==> src/rtl/csma_tx.sv <==
module csma_tx #(
  parameter int IFG_NIB         = 24,
  parameter int SLOT_NIB        = 128,
  parameter int MAX_FRAME_BYTES = 1518,
  parameter int MIN_LEN_NIB     = 136,
  parameter int JAM_NIB         = 8,
  parameter int MAX_ATTEMPTS    = 16
) (
  input  logic       clk,
  input  logic       rst_n,
  input  logic       tx_sof,
  input  logic       tx_valid,
  input  logic       tx_eof,
  input  logic [3:0] tx_nib,
  output logic       tx_used,
  output logic       tx_retry,
  input  logic       crs,
  input  logic       col,
  output logic       mii_txen,
  output logic [3:0] mii_txd,
  output logic       status_vld,
  output logic [2:0] status
);

  localparam int MAX_LEN   = 16 + 2 * (MAX_FRAME_BYTES - 4);
  localparam int DEFER_LIM = 2 * (16 + 2 * MAX_FRAME_BYTES);
  localparam int LW = $clog2(MAX_LEN + 1);
  localparam int DW = $clog2(DEFER_LIM + 1);
  localparam int IW = $clog2(IFG_NIB + 1);
  localparam int SW = $clog2(SLOT_NIB);
  localparam int CW = ($clog2(MAX_ATTEMPTS + 1) < 4) ? 4 : $clog2(MAX_ATTEMPTS + 1);

  localparam logic [LW-1:0] MAX_V     = LW'(MAX_LEN);
  localparam logic [LW-1:0] MIN_V     = LW'(MIN_LEN_NIB);
  localparam logic [LW-1:0] LATE_V    = LW'(16 + SLOT_NIB);
  localparam logic [DW-1:0] DEFER_V   = DW'(DEFER_LIM);
  localparam logic [IW-1:0] IFG_V     = IW'(IFG_NIB);
  localparam logic [SW-1:0] SLOT_LAST = SW'(SLOT_NIB - 1);
  localparam logic [3:0]    JAM_LAST  = 4'(JAM_NIB - 1);
  localparam logic [CW-1:0] ATT_LAST  = CW'(MAX_ATTEMPTS - 1);

  localparam logic [2:0] ST_OK = 3'd0, ST_LATE = 3'd1, ST_XCOL = 3'd2,
                         ST_UNDER = 3'd3, ST_XLEN = 3'd4, ST_DEFER = 3'd5;

  typedef enum logic [3:0] {
    S_IDLE, S_DEFER, S_PRE, S_SFD, S_DATA, S_PAD, S_FCS, S_JAM, S_BACK, S_DONE
  } state_t;

  function automatic logic [31:0] crc_step(input logic [31:0] c, input logic [3:0] d);
    logic [31:0] x;
    x = c;
    for (int i = 0; i < 4; i++)
      x = (x[0] ^ d[i]) ? ((x >> 1) ^ 32'hEDB88320) : (x >> 1);
    return x;
  endfunction

  state_t        state;
  logic [LW-1:0] len_cnt;
  logic [DW-1:0] defer_cnt;
  logic [IW-1:0] ifg_cnt;
  logic [3:0]    nib_cnt;
  logic [CW-1:0] coll_cnt;
  logic [9:0]    slots;
  logic [SW-1:0] tick;
  logic [15:0]   lfsr;
  logic [31:0]   crc;
  logic          late;
  logic [9:0]    bo_mask;
  logic [CW-1:0] coll_next;
  logic [31:0]   fcs_word;

  wire ifg_ok   = (ifg_cnt == IFG_V);
  wire in_frame = state inside {S_PRE, S_SFD, S_DATA, S_PAD, S_FCS};
  wire too_long = (state == S_DATA) && (len_cnt == MAX_V);
  wire starved  = (state == S_DATA) && !tx_valid;
  wire jam_last = (state == S_JAM) && (nib_cnt == JAM_LAST);
  wire give_up  = (coll_cnt == ATT_LAST);

  assign coll_next  = coll_cnt + CW'(1);
  assign fcs_word   = ~crc;
  assign mii_txen   = (in_frame || state == S_JAM) && !too_long && !starved;
  assign tx_used    = mii_txen && (state == S_DATA);
  assign tx_retry   = jam_last && !late && !give_up;
  assign status_vld = (state == S_DONE);

  always_comb begin
    if (coll_next >= CW'(10)) bo_mask = '1;
    else bo_mask = (10'd1 << coll_next) - 10'd1;
  end

  always_comb begin
    case (state)
      S_PRE:   mii_txd = 4'h5;
      S_SFD:   mii_txd = 4'hD;
      S_DATA:  mii_txd = tx_nib;
      S_FCS:   mii_txd = fcs_word[{nib_cnt[2:0], 2'b00} +: 4];
      S_JAM:   mii_txd = 4'h6;
      default: mii_txd = 4'h0;
    endcase
  end

  always_ff @(posedge clk or negedge rst_n) begin
    if (!rst_n) begin
      state     <= S_IDLE;
      len_cnt   <= '0;
      defer_cnt <= '0;
      ifg_cnt   <= '0;
      nib_cnt   <= '0;
      coll_cnt  <= '0;
      slots     <= '0;
      tick      <= '0;
      lfsr      <= 16'hACE1;
      crc       <= '1;
      late      <= 1'b0;
      status    <= ST_OK;
    end else begin
      lfsr <= {lfsr[14:0], lfsr[15] ^ lfsr[14] ^ lfsr[12] ^ lfsr[3]};
      if (crs || mii_txen) ifg_cnt <= '0;
      else if (!ifg_ok) ifg_cnt <= ifg_cnt + IW'(1);
      defer_cnt <= (state == S_DEFER) ? defer_cnt + DW'(1) : '0;

      if (in_frame && col) begin
        state   <= S_JAM;
        nib_cnt <= '0;
        late    <= (len_cnt >= LATE_V);
      end else begin
        case (state)
          S_IDLE: if (tx_sof) begin
            state    <= S_DEFER;
            coll_cnt <= '0;
          end
          S_DEFER: if (ifg_ok) begin
            state   <= S_PRE;
            nib_cnt <= '0;
            len_cnt <= '0;
            crc     <= '1;
          end else if (defer_cnt == DEFER_V) begin
            state  <= S_DONE;
            status <= ST_DEFER;
          end
          S_PRE: begin
            len_cnt <= len_cnt + LW'(1);
            nib_cnt <= nib_cnt + 4'd1;
            if (nib_cnt == 4'd14) state <= S_SFD;
          end
          S_SFD: begin
            len_cnt <= len_cnt + LW'(1);
            state   <= S_DATA;
          end
          S_DATA: if (too_long) begin
            state  <= S_DONE;
            status <= ST_XLEN;
          end else if (!tx_valid) begin
            state  <= S_DONE;
            status <= ST_UNDER;
          end else begin
            crc     <= crc_step(crc, tx_nib);
            len_cnt <= len_cnt + LW'(1);
            if (tx_eof) begin
              nib_cnt <= '0;
              state   <= (len_cnt >= MIN_V - LW'(1)) ? S_FCS : S_PAD;
            end
          end
          S_PAD: begin
            crc     <= crc_step(crc, 4'h0);
            len_cnt <= len_cnt + LW'(1);
            if (len_cnt == MIN_V - LW'(1)) begin
              state   <= S_FCS;
              nib_cnt <= '0;
            end
          end
          S_FCS: begin
            nib_cnt <= nib_cnt + 4'd1;
            if (nib_cnt == 4'd7) begin
              state  <= S_DONE;
              status <= ST_OK;
            end
          end
          S_JAM: begin
            nib_cnt <= nib_cnt + 4'd1;
            if (jam_last) begin
              if (late) begin
                state  <= S_DONE;
                status <= ST_LATE;
              end else if (give_up) begin
                coll_cnt <= coll_next;
                state    <= S_DONE;
                status   <= ST_XCOL;
              end else begin
                coll_cnt <= coll_next;
                slots    <= lfsr[9:0] & bo_mask;
                tick     <= '0;
                state    <= S_BACK;
              end
            end
          end
          S_BACK: if (slots == 10'd0) state <= S_DEFER;
          else if (tick == SLOT_LAST) begin
            tick  <= '0;
            slots <= slots - 10'd1;
          end else tick <= tick + SW'(1);
          S_DONE:  state <= S_IDLE;
          default: state <= S_IDLE;
        endcase
      end
    end
  end

  AST_PRE_FIRST: assert property (@(posedge clk) disable iff (!rst_n)
    $rose(mii_txen) |-> mii_txd == 4'h5) else $error("preamble start");
  AST_GAP_MET: assert property (@(posedge clk) disable iff (!rst_n)
    $rose(mii_txen) |-> $past(ifg_ok)) else $error("gap not met");
  AST_PAD_MIN: assert property (@(posedge clk) disable iff (!rst_n)
    state == S_FCS |-> len_cnt >= MIN_V) else $error("short frame");
  AST_LEN_CAP: assert property (@(posedge clk) disable iff (!rst_n)
    mii_txen |-> len_cnt <= MAX_V) else $error("frame too long");
  AST_COLL_CAP: assert property (@(posedge clk) disable iff (!rst_n)
    coll_cnt <= CW'(MAX_ATTEMPTS)) else $error("attempts");
  AST_RETRY_GAP: assert property (@(posedge clk) disable iff (!rst_n)
    tx_retry |=> !mii_txen) else $error("retry overlap");

endmodule

==> config.mk <==
export PLATFORM = sky130hd
export DESIGN_NAME = csma_tx
export DESIGN_NICKNAME = d
export VERILOG_FILES = /design/src/rtl/csma_tx.sv
export SDC_FILE = /design/constraint.sdc
export NUM_CORES = 1
export LEC_CHECK = 0
export CAP_MARGIN = 25
export CORE_AREA = 5 5 118 120
export CTS_CLUSTER_SIZE = 14
export DETAILED_ROUTE_END_ITERATION = 8
export DIE_AREA = 0 0 123 125
export DONT_BUFFER_PORTS = 1
export PLACE_DENSITY = 0.81
export REMOVE_ABC_BUFFERS = 1
export SYNTH_ARGS = -nofsm -noshare
export SYNTH_HDL_FRONTEND = slang
export SYNTH_SLANG_ARGS = --single-unit
==> constraint.sdc <==
create_clock -name clk -period 3.5 [get_ports clk]
set_input_delay 0.7 -clock clk [delete_from_list [all_inputs] [get_ports clk]]
set_output_delay 0.7 -clock clk [all_outputs]
set_load 0.1 [all_outputs]
# Word-level counts from Yosys, hierarchy flattened
# Cells that the tools add are included.
[totals]
register_bits = 112
inputBits = 11
output_inout_bits = 11
elab_cells = 190
[classes]
n_addsub = 8
n_lt_le_gt_ge = 3
eq_ne = 44
n_shift = 2
muxes = 69
n_bitwise = 17
reduce_logical = 35
[op_table]
columns = ["op", "n"]
rows = [
  ["32-bit 2-to-1 mux", 11],
  ["13-bit NOT with 14-bit output", 7],
  ["32-bit one-hot mux with 3 select lines", 1],
  ["4-bit 2-to-1 mux", 18],
  ["10-bit 2-to-1 mux", 6],
  ["12-bit 2-to-1 mux", 3],
  ["12-bit one-hot mux with 3 select lines", 1],
  ["4-bit one-hot mux with 9 select lines", 1],
  ["7-bit 2-to-1 mux", 5],
  ["32-bit NOT", 1],
  ["32-bit by 6-bit variable part select with 4-bit output", 1],
  ["5-bit 2-to-1 mux", 5],
  ["12-bit by 8-bit >= comparator with 1-bit output (second input constant)", 2],
  ["3-bit 2-to-1 mux", 8],
  ["4-bit by 3-bit == test with 1-bit output (second input constant)", 5],
  ["2-bit != test (second input constant)", 10],
  ["10-bit one-hot mux with 2 select lines", 1],
  ["4-bit one-hot mux with 5 select lines", 1],
  ["10-bit by 1-bit subtractor with 10-bit output (second input constant)", 2],
  ["4-bit one-hot mux with 4 select lines", 1],
  ["8-bit AND reduction", 2],
  ["3-bit by 2-bit != test with 1-bit output (second input constant)", 5],
  ["5-bit AND reduction", 3],
  ["7-bit one-hot mux with 2 select lines", 1],
  ["41 further kinds", 77],
]

# Longest topological paths before layout
# Gate-level depths: netlist of the first run.
[logic_depth]
ltp_word = 11
ltp_mapped = 11
depth_no_buf = 10

# Worst setup path after synthesis of the first run
# No wires, ideal clock.
[synth_timing]
path_kind = "reg-to-output"
start = "register len_cnt[5]"
end = "output mii_txen"
arrival_time_ns = 3.199
required_time_ns = 2.800
setup_slack_ns = -0.399
path_stages_with_launch = 6
n_path_buf = 1
cell_sequence = "dfrtp_1 -> clkbuf_1 -> and4_1 -> nand4_1 -> a21oi_1 -> nor3_1"
[synth_between]
elab_chain_len = 5
[synth_lines]
columns = ["element", "line", "rtl"]
rows = [
  ["from (decl)", "58", "logic [LW-1:0] len_cnt;"],
  ["from (signal assigned)", "142", "len_cnt <= len_cnt + LW'(1);"],
  ["from (signal assigned)", "147", "len_cnt <= len_cnt + LW'(1);"],
  ["from (signal assigned)", "158", "len_cnt <= len_cnt + LW'(1);"],
  ["12-bit == test", "74", "wire too_long = (state == S_DATA) && (len_cnt == MAX_V);"],
  ["1-bit logical AND", "74", ""],
  ["1-bit zero test", "81", "assign mii_txen = (in_frame || state == S_JAM) && !too_long && !starved;"],
  ["1-bit logical AND (2 in series)", "81", ""],
  ["to (decl)", "19", "output logic mii_txen,"],
]
# Every way passes these cells.

# Final worst setup path of the first run
[layout_timing]
start = "register nib_cnt[0]"
end = "output mii_txd[0]"
[layout_between]
elab_chain_len = 2
[layout_lines]
columns = ["element", "line", "rtl"]
rows = [
  ["from (decl)", "61", "logic [3:0] nib_cnt;"],
  ["from (signal assigned)", "143", "nib_cnt <= nib_cnt + 4'd1;"],
  ["from (signal assigned)", "173", "nib_cnt <= nib_cnt + 4'd1;"],
  ["from (signal assigned)", "180", "nib_cnt <= nib_cnt + 4'd1;"],
  ["32-bit by 6-bit variable part select with 4-bit output", "96", "S_FCS: mii_txd = fcs_word[{nib_cnt[2:0], 2'b00} +: 4];"],
  ["4-bit one-hot mux with 5 select lines", "92", "case (state)"],
  ["to (decl)", "20", "output logic [3:0] mii_txd,"],
]
# Every way passes these cells.

==> results of run 1 <==
layout by cell type, fill, tap and decap left out, drive strengths merged, types with 6 or more instances in the layout:
master  count
a21oi      35
a31oi      21
buf        21
clkbuf     11
dfrtp      72
dfstp      40
ha         17
inv        21
mux2i       8
mux4        8
nand2      62
nand3      30
nand4       9
nor2      100
nor2b      12
nor3       22
nor4        7
o21ai      56
o22a        6
o31ai       9
or3         7
or4         6
xnor2      51
xor2       34
per-stage QoR:
step                      util (%)  TNS (ps)  setup WS (ps)
final                         58.6         0            279
after detailed placement      56.4         0            582
after floorplan                  -     -2490           -485
after global placement        56.4         0            638
after global routing          58.6         0           96.5
after CTS                     58.6         0            226
cell type report:
cell class / instances / share of cell area [%]
flip-flops and latches: 112 / 37.8
inverters: 21 / 1.04
clock inverters: 6 / 0.580
clock buffers: 10 / 3.17
well taps: 176 / 2.92
repair buffers: 22 / 2.85
multi-input cells: 589 / 51.6
where the power goes:
group	internal (mW)	switching (mW)	leakage, nW	total (mW)
combinational	1.43	2.18	1.42	3.61
sequential	1.67	0.576	1.37	2.24
clock	0.505	0.472	0.139	0.977
total	3.60	3.23	2.93	6.83
state kept, by name, indices dropped and copies added, names as in the netlist, 5 cells and up:
signal	cells
crc	32
slots	10
coll_cnt	5
lfsr	16
tick	7
len_cnt	12
defer_cnt	13
ifg_cnt	5
logic make-up after synthesis:
logic type | after synthesis
flip-flops | 112
XOR/XNOR | 86
AO/OA/AOI/OAI | 176
AND/OR/NAND/NOR | 290
buffers and inverters | 68
multiplexers | 20
adder cells (fa/ha/maj) | 17
layer usage:
layer,wire [µm],track usage (%)
met5,0,0
met4,348,6.58
met3,736,4.83
met2,7920,35.7
met1,6810,27.9
worst max path at each step:
stage	end	slack (ps)	cells after the start
floorplan	mii_txen	-480	3
global placement	mii_txd[0]	640	7
detailed placement	slots[4]	580	10
CTS	mii_txd[0]	230	7
global route	mii_txd[0]	100	7
finish	mii_txd[0]	280	7
critical path: stages (launching register included):
cell and delay, ps:
dfrtp_1 720, mux4_2 590, mux2i_1 160, nand2_1 70, a21oi_1 140, nor2_1 70
nor2_2 110, buf_4 300
==> metrics, run 1 <==
run status completed; hold slack 34.3 ps; placed cell areas 7260 µm²; DR WL/cell between 15 and 20 µm; critical path peak fanout 13; post-route clock period utilization 92.0%; Routed WL around 16000 µm; CP Data Arrival Time 2520 ps; fin area 7550 µm²; Post-Syn Area approximately 7000 µm²; Via density 6.03; IO buf count 0; YS warnings 0; post-synth top area share 25.7%; fmax ~310 MHz; Synth top cells by count nor2_1, dfrtp_1, nand2_1; Fill cells 1134; Synth area leader dfrtp_1; fraction of registers with async set/reset between 90% and 100%; # rows 42; Compound-Gate Fraction of Synth Area 16.6%; Synth area leaders dfrtp_1, dfstp_2, xnor2_1, nor2_1, xor2_1; element type at the critical path end output port; CTS Hold Bufs 0; IO Pins 22; Area Growth Syn to Fin 7.50%; Post-CTS Setup Repair Bufs 0; worst-skew pair later-pin latency 360 ps; post-synthesis sequential area ratio 40.6%; initial antenna violation count 0; most frequent cell after synthesis nor2_1; routed vias 5641; #FFs+latches synth 112; DP HPWL around 11000 µm; FF-to-FF setup slack 530 ps; initial core utilization 54.5%; Die Area ~15000 µm²; clock transition at the registers of the reported paths 70 ps; DRC viols 0; RSZ-0062 raised after global routing no; Max IR drop VDD 1.16 mV; n_diodes 0; Reg2Reg Depth 10; Yosys cell types 76; Setup CP Type reg2out; Post-Syn Instances 769; # clock sinks 112; core area 12900 µm²; Max Cap Viol 0; Finished Layout Cells 936; xor/xnor share of the synthesized area a little over a tenth; Die X between 100 and 150 µm; first-pass GRT wire length 27000 µm; NumNets Final 783; mux cell area share after synthesis ~4.3%; overall power about 7 mW; largest net degree at the start of global routing 113; number of synthesized flops with an enable pin 0; syn_area_per_cell between 9 and 10 µm²; worst hold path class in2async; Final ANT Viol Nets 0; CTS root buf clkbuf_16; DR iter-0 viols 468; Worst R2R End slots[4]; share of cells above drive strength 1 14.2%; number of setup violations in the final report 0; normalized max-slew margin 39.6%; Least-Margin Pin Slew 907 ps; Top FF cell, synth dfrtp_1; H-tree depth 3; Num CTS Buffers 9; final hold vios 0; Max Slew Vio Count 0; startpoint class of the critical path flop; clock tree buffer depth 2; CP startpoint nib_cnt[0]; drt first pass iters 5; Overflow after GRT 0; largest family of logic cells by synthesized area simple AND/OR/NAND/NOR gates; Pleak 2.93 nW; post-CTS sizing 0; Critical Path RT 2800 ps; CTS tree built; minimum clock period 3220 ps; multi-input logic area 3900 µm²; cell total after placement 920; vias in the first global route between 5000 and 6000; Total GRT Usage 21.5%; Final Skew 7.75 ps; FF-to-FF Start coll_cnt[0]; power density cells 905 nW/µm²; flip-flop and latch area 2850 µm²; Post-Synth Adder-Cell Area 3.03%; GP Congestion 0.936; Simple-Gate Fraction of Synth Area 20.2%; die span in y 125 µm
No activity file was read; power rests on OpenSTA's default activity.
==> run 2, diff against run 1 <==
--- a/config.mk
+++ b/config.mk
@@ -7,12 +7,12 @@
 export LEC_CHECK = 0
 export CAP_MARGIN = 25
 export CORE_AREA = 5 5 118 120
-export CTS_CLUSTER_SIZE = 14
 export DETAILED_ROUTE_END_ITERATION = 8
 export DIE_AREA = 0 0 123 125
 export DONT_BUFFER_PORTS = 1
 export PLACE_DENSITY = 0.81
 export REMOVE_ABC_BUFFERS = 1
+export SLEW_MARGIN = 10
 export SYNTH_ARGS = -nofsm -noshare
 export SYNTH_HDL_FRONTEND = slang
 export SYNTH_SLANG_ARGS = --single-unit
==> results of run 2 <==
Same layout as run 1: the final DEF is identical, and so are final timing and power.
